### src/rtl/fr_pkg.sv
package fr_pkg;

  localparam int unsigned ILEN    = 32;
  localparam int unsigned OPC_W   = 6;
  localparam int unsigned OFF_W   = ILEN - OPC_W;
  localparam int unsigned STEP    = 4;

  localparam logic [OPC_W-1:0] OPC_JMP  = 6'b000010;
  localparam logic [OPC_W-1:0] OPC_JMPL = 6'b000011;
  localparam logic [ILEN-1:0]  NOP_WORD = '0;

  typedef struct packed {
    logic [ILEN-1:0] instr;
    logic [ILEN-1:0] pc;
    logic            valid;
  } fd_entry_t;

  function automatic logic [OPC_W-1:0] opcode_of(input logic [ILEN-1:0] w);
    return w[ILEN-1 -: OPC_W];
  endfunction

  function automatic logic is_jump(input logic [ILEN-1:0] w);
    logic [OPC_W-1:0] op;
    op = opcode_of(w);
    return (op == OPC_JMP) || (op == OPC_JMPL);
  endfunction

  function automatic logic [ILEN-1:0] jump_target(input logic [ILEN-1:0] pc,
                                                  input logic [ILEN-1:0] w);
    logic [ILEN-1:0] off;
    off = {{(OPC_W-2){w[OFF_W-1]}}, w[OFF_W-1:0], 2'b00};
    return pc + off;
  endfunction

  function automatic logic [ILEN-1:0] seq_next(input logic [ILEN-1:0] pc);
    return pc + ILEN'(STEP);
  endfunction

endpackage

### src/rtl/fr_jump_unit.sv
module fr_jump_unit
  import fr_pkg::*;
(
  input  fd_entry_t       dec_i,
  output logic            take_o,
  output logic [ILEN-1:0] target_o
);

  // Jump detection only trusts live entries; squashed bubbles never redirect.
  always_comb begin
    take_o   = dec_i.valid && is_jump(dec_i.instr);
    target_o = jump_target(dec_i.pc, dec_i.instr);
  end

endmodule

### src/rtl/fr_pc_reg.sv
module fr_pc_reg
  import fr_pkg::*;
#(
  parameter logic [ILEN-1:0] RESET_VEC = '0
)(
  input  logic            clk,
  input  logic            rst,
  input  logic            stall_i,
  input  logic            redirect_i,
  input  logic [ILEN-1:0] target_i,
  output logic [ILEN-1:0] pc_o
);

  logic [ILEN-1:0] pc_q;
  logic [ILEN-1:0] pc_d;

  always_comb begin
    if (stall_i)         pc_d = pc_q;
    else if (redirect_i) pc_d = target_i;
    else                 pc_d = seq_next(pc_q);
  end

  always_ff @(posedge clk) begin
    if (rst) pc_q <= RESET_VEC;
    else     pc_q <= pc_d;
  end

  assign pc_o = pc_q;

  AST_PC_SEQ_STEP: assert property (@(posedge clk) disable iff (rst)
    (!stall_i && !redirect_i) |=> (pc_q == $past(pc_q) + ILEN'(STEP)));

  AST_PC_REDIRECT: assert property (@(posedge clk) disable iff (rst)
    (!stall_i && redirect_i) |=> (pc_q == $past(target_i)));

  AST_PC_STALL_HOLD: assert property (@(posedge clk) disable iff (rst)
    stall_i |=> $stable(pc_q));

endmodule

### src/rtl/fr_fd_reg.sv
module fr_fd_reg
  import fr_pkg::*;
(
  input  logic            clk,
  input  logic            rst,
  input  logic            stall_i,
  input  logic            kill_i,
  input  logic [ILEN-1:0] fetch_word_i,
  input  logic [ILEN-1:0] fetch_pc_i,
  output fd_entry_t       entry_o
);

  fd_entry_t q;
  fd_entry_t d;

  // Kill multiplexer: a taken jump in decode turns the fall-through fetch into a bubble.
  always_comb begin
    if (stall_i) begin
      d = q;
    end else if (kill_i) begin
      d.instr = NOP_WORD;
      d.pc    = fetch_pc_i;
      d.valid = 1'b0;
    end else begin
      d.instr = fetch_word_i;
      d.pc    = fetch_pc_i;
      d.valid = 1'b1;
    end
  end

  always_ff @(posedge clk) begin
    if (rst) begin
      q.instr <= NOP_WORD;
      q.pc    <= '0;
      q.valid <= 1'b0;
    end else begin
      q <= d;
    end
  end

  assign entry_o = q;

  AST_FD_SQUASH: assert property (@(posedge clk) disable iff (rst)
    (!stall_i && kill_i) |=> (!q.valid && q.instr == NOP_WORD));

  AST_FD_CAPTURE: assert property (@(posedge clk) disable iff (rst)
    (!stall_i && !kill_i) |=> (q.valid && q.instr == $past(fetch_word_i)
                               && q.pc == $past(fetch_pc_i)));

  AST_FD_STALL_HOLD: assert property (@(posedge clk) disable iff (rst)
    stall_i |=> $stable(q));

endmodule

### src/rtl/fetch_redirect.sv
module fetch_redirect
  import fr_pkg::*;
#(
  parameter logic [31:0] RESET_VEC = 32'h0000_0000
)(
  input  logic        clk,
  input  logic        rst,
  input  logic        stall_i,
  output logic [31:0] imem_addr_o,
  input  logic [31:0] imem_rdata_i,
  output logic [31:0] dec_instr_o,
  output logic [31:0] dec_pc_o,
  output logic        dec_valid_o
);

  fd_entry_t       dec_entry;
  logic            jump_take;
  logic [ILEN-1:0] jump_tgt;
  logic [ILEN-1:0] fetch_pc;

  fr_jump_unit u_jump (
    .dec_i    (dec_entry),
    .take_o   (jump_take),
    .target_o (jump_tgt)
  );

  fr_pc_reg #(
    .RESET_VEC (RESET_VEC)
  ) u_pc (
    .clk        (clk),
    .rst        (rst),
    .stall_i    (stall_i),
    .redirect_i (jump_take),
    .target_i   (jump_tgt),
    .pc_o       (fetch_pc)
  );

  fr_fd_reg u_fd (
    .clk          (clk),
    .rst          (rst),
    .stall_i      (stall_i),
    .kill_i       (jump_take),
    .fetch_word_i (imem_rdata_i),
    .fetch_pc_i   (fetch_pc),
    .entry_o      (dec_entry)
  );

  assign imem_addr_o = fetch_pc;
  assign dec_instr_o = dec_entry.instr;
  assign dec_pc_o    = dec_entry.pc;
  assign dec_valid_o = dec_entry.valid;

  AST_SINGLE_REDIRECT: assert property (@(posedge clk) disable iff (rst)
    (jump_take && !stall_i) |=> !jump_take);

  AST_STALLED_JUMP_WAITS: assert property (@(posedge clk) disable iff (rst)
    (jump_take && stall_i) |=> (jump_take && imem_addr_o == $past(imem_addr_o)));

  AST_JUMP_OPCODE: assert property (@(posedge clk) disable iff (rst)
    jump_take |-> (dec_valid_o && (dec_instr_o[31:26] == 6'b000010
                                   || dec_instr_o[31:26] == 6'b000011)));

endmodule

### config.mk
export PLATFORM = sky130hd
export DESIGN_NAME = fetch_redirect
export DESIGN_NICKNAME = d
export VERILOG_FILES = /design/src/rtl/fr_pkg.sv /design/src/rtl/fr_jump_unit.sv /design/src/rtl/fr_pc_reg.sv /design/src/rtl/fr_fd_reg.sv /design/src/rtl/fetch_redirect.sv
export SDC_FILE = /design/constraint.sdc
export NUM_CORES = 1
export LEC_CHECK = 0
export BUFFER_PORTS_ARGS = -buffer_cell sky130_fd_sc_hd__clkbuf_2
export CORE_UTILIZATION = 35
export CTS_BUF_LIST = sky130_fd_sc_hd__clkbuf_8
export DETAILED_ROUTE_END_ITERATION = 10
export GPL_TIMING_DRIVEN = 0
export SLEW_MARGIN = 15
export SYNTH_ARGS = -nofsm -noshare
export SYNTH_HDL_FRONTEND = slang
export SYNTH_SLANG_ARGS = --single-unit
### constraint.sdc
create_clock -name clk -period 3.7 [get_ports clk]
set_input_delay 0.185 -clock clk [delete_from_list [all_inputs] [get_ports clk]]
set_output_delay 0.185 -clock clk [all_outputs]
set_load 0.05 [all_outputs]
==> metrics.cfg <==
[synth]
async_reset_ff_share_pct=0
syn_area_sq_um=6020
syn_area_per_cell_sq_um=7.64
netlist_top_cells_area=dfxtp_1 32%, nor2_1 9.7%, a21oi_1 7.9%
ys_ff_latch=97
yosysTopAreaCellShare_pct=32.3
ys.warnings.count=0
syn_inst=788
synth_nets=854
ys_types=67
synth-edff-count=0
ys_seq_area_share_pct=32.3
synth_top_cell_by_area=dfxtp_1
ys.flop_type=dfxtp_1

[critical_path]
crit_type=reg2reg
critical_path_required_ps=3970
crit_fanout=5
crit_path_end_kind=register
arrival_ps=3510
worst_setup_path_start_kind=register

[pwr]
internal_power_w=0.00151
power_density_nw_per_um2=312
p_sw_w=0.000723
static-leakage-power_nw=3.21
p_sw_share_pct=32.4
p_clk_share_pct=34.0
max-vdd-ir-drop_v=0.000144
power_frac_comb_pct=16.6
power_frac_seq_pct=49.4

[global_route]
track_usage_pct=22.9
grt_first_pass_wirelength_um=31700
antenna_found_initial=0
grt_pass1_vias=5771
grt_overflow=0
grt_max_degree=19

[timing]
whs_ps=114
maxSlewViolCount=0
setup_viol=0
hold_viol=0
clock.fmax_mhz=309
post-route-period-util_pct=87.5
tightest_slew_ps=1050
slew_headroom_pct=30.0
timing.setup.tns_ps=0
rsz0062_at_grt=no
period_minus_slack_ps=3240
finClkSkew_ps=14.3

[clock_tree]
clock_latency_ps=400
cts_sinks=97
clock_tree.root_cell=clkbuf_8
htreeDepth=3
ctsHoldBuffers=0
cts_tree=yes
post-cts-setup-buffers=0
cts_buffers=9
clkTransAtPathRegs_ps=110
cts.repair.resized=0
clock_path_buffers=2

[floorplan]
initial_utilization_pct=36.0
die_x_um=133
rows=47
boundaryPins=132
die_h_um=133
core_sq_um=16700
dieArea_sq_um=17700

[detailed_routing]
vias=6304
drt_first_pass_iters=4
routed_via_density=5.47
drt_wl_total_um=20200
drtIter0Drc=490
wire_per_inst_um=17.5
final_antenna_net_count=0
post-route-drc-count=0

[final_layout]
areaGrowthSynthToFinish_pct=18.8
fin_nets=994
antennaDiodeCount=0
drive_gt1_share_pct=17.8
post-route-util_pct=42.8

[hold_path]
min_path_type=in2reg

[placement]
dp_hpwl_um=15200
io_buffer_count=129
routabilityCongestion=0.912

[run_status]
status=finished, final reports clean

[run]
max-cap-violations=0

## power by group through the flow
stage	clock [W]	combinational [W]	sequential (W)
CTS	0.000776	0.000369	0.00110
floorplan	0	0.000172	0.00121
global placement	0	0.000366	0.00113
finish	0.000758	0.000369	0.00110
detailed placement	0	0.000368	0.00113
global route	0.000821	0.000399	0.00111
## cell usage in the layout (no fill, tap or decap), drive strengths merged, types with 4 or more instances in the layout
cell    synthesis  routed
and3           11      11
o21ai          30      30
o22ai          10      10
inv             5       9
nand4          13      13
a211oi         10      10
a21o           21      21
xnor2          17      17
dfxtp          97      97
or3             4       4
nor2          157     157
nand2b          6       6
nand3b          4       4
nor2b           7       7
clkbuf         32     170
a31oi          10      10
ha             30      30
nand3          19      19
a41oi           7       7
nor3           26      26
nand2          71      71
mux2i          37      37
a221oi          5       5
buf            15      15
o21a            5       5
a21oi          95      95
## registers in the layout (all words and copies together) (netlist names)
register      cells
u_fd.entry_o     65
u_pc.pc_o        32
## final cells by class
cell class / count / area, sq um
plain buffers: 48 / 240
clock buffers: 9 / 124
clock inverters: 7 / 83.8
fillers: 1827 / 9560
inverters: 5 / 18.8
multi-input cells: 638 / 3820
flip-flops and latches: 97 / 1940
well taps: 220 / 275
repair buffers: 129 / 646
## metal layers
layer	vias up	share of wire, %	track usage, %
li1	3113	-	-
met1	2988	50	32.8
met2	184	43	35.1
met3	19	5.3	3.84
met4	0	1.4	6.69
met5	-	0	0
## through the flow
step / total power, W / setup slack, ps / std cells / area [sq um]
after floorplan: 0.00138 / 1020 / 788 / 6020
after global placement: 0.00149 / 540 / 1137 / 6940
after detailed placement: 0.00149 / 518 / 1137 / 6940
after CTS: 0.00225 / 514 / 1153 / 7150
after global routing: 0.00233 / 363 / 1153 / 7150
final: 0.00223 / 462 / 1153 / 7150
## worst paths after layout
| check | to | cells past startpoint | start | slack (ps) |
|---|---|---|---|---|
| max | u_pc.pc_o[30] | 10 | u_fd.entry_o[33] | 460 |
| min | u_fd.entry_o[62] | 5 | imem_rdata_i[29] | 110 |
| min reg2reg | u_pc.pc_o[0] | 2 | u_pc.pc_o[0] | 490 |
| max reg2reg | u_pc.pc_o[30] | 10 | u_fd.entry_o[33] | 460 |
## cell families (layout without fill, tap and decap cells)
group,Yosys count,after routing,share of synthesized area [%]
mux,38,38,6.40
fa+ha+maj,31,31,6.57
buf+inv,53,198,4.30
xor+xnor,20,20,2.91
flops,97,97,32.3
compound gates,218,218,22.4
simple gates,331,331,25.1
## cells in the mapped netlist (all sizes together), types with 4 or more instances
library cell / n
nand3b: 4
o21ai: 30
a211oi: 10
or3: 4
xnor2: 17
a21o: 21
nand2: 71
o22ai: 10
clkbuf: 32
ha: 30
a221oi: 5
dfxtp: 97
nand2b: 6
a31oi: 10
nand4: 13
buf: 15
a41oi: 7
and3: 11
a21oi: 95
inv: 5
nor2: 157
nor2b: 7
o21a: 5
mux2i: 37
nand3: 19
nor3: 26
## worst max-delay path, stage by stage, from the launching register on
cell and delay, ps:
dfxtp_1 340, ha_1 230, fa_1 430, a211oi_1 290
nor2_1 140, o21ai_0 370, nand2_1 200, a31oi_1 600
a31oi_1 200, xnor2_1 220, o22ai_1 100
Note: power is estimated with default switching activity, not from simulation.
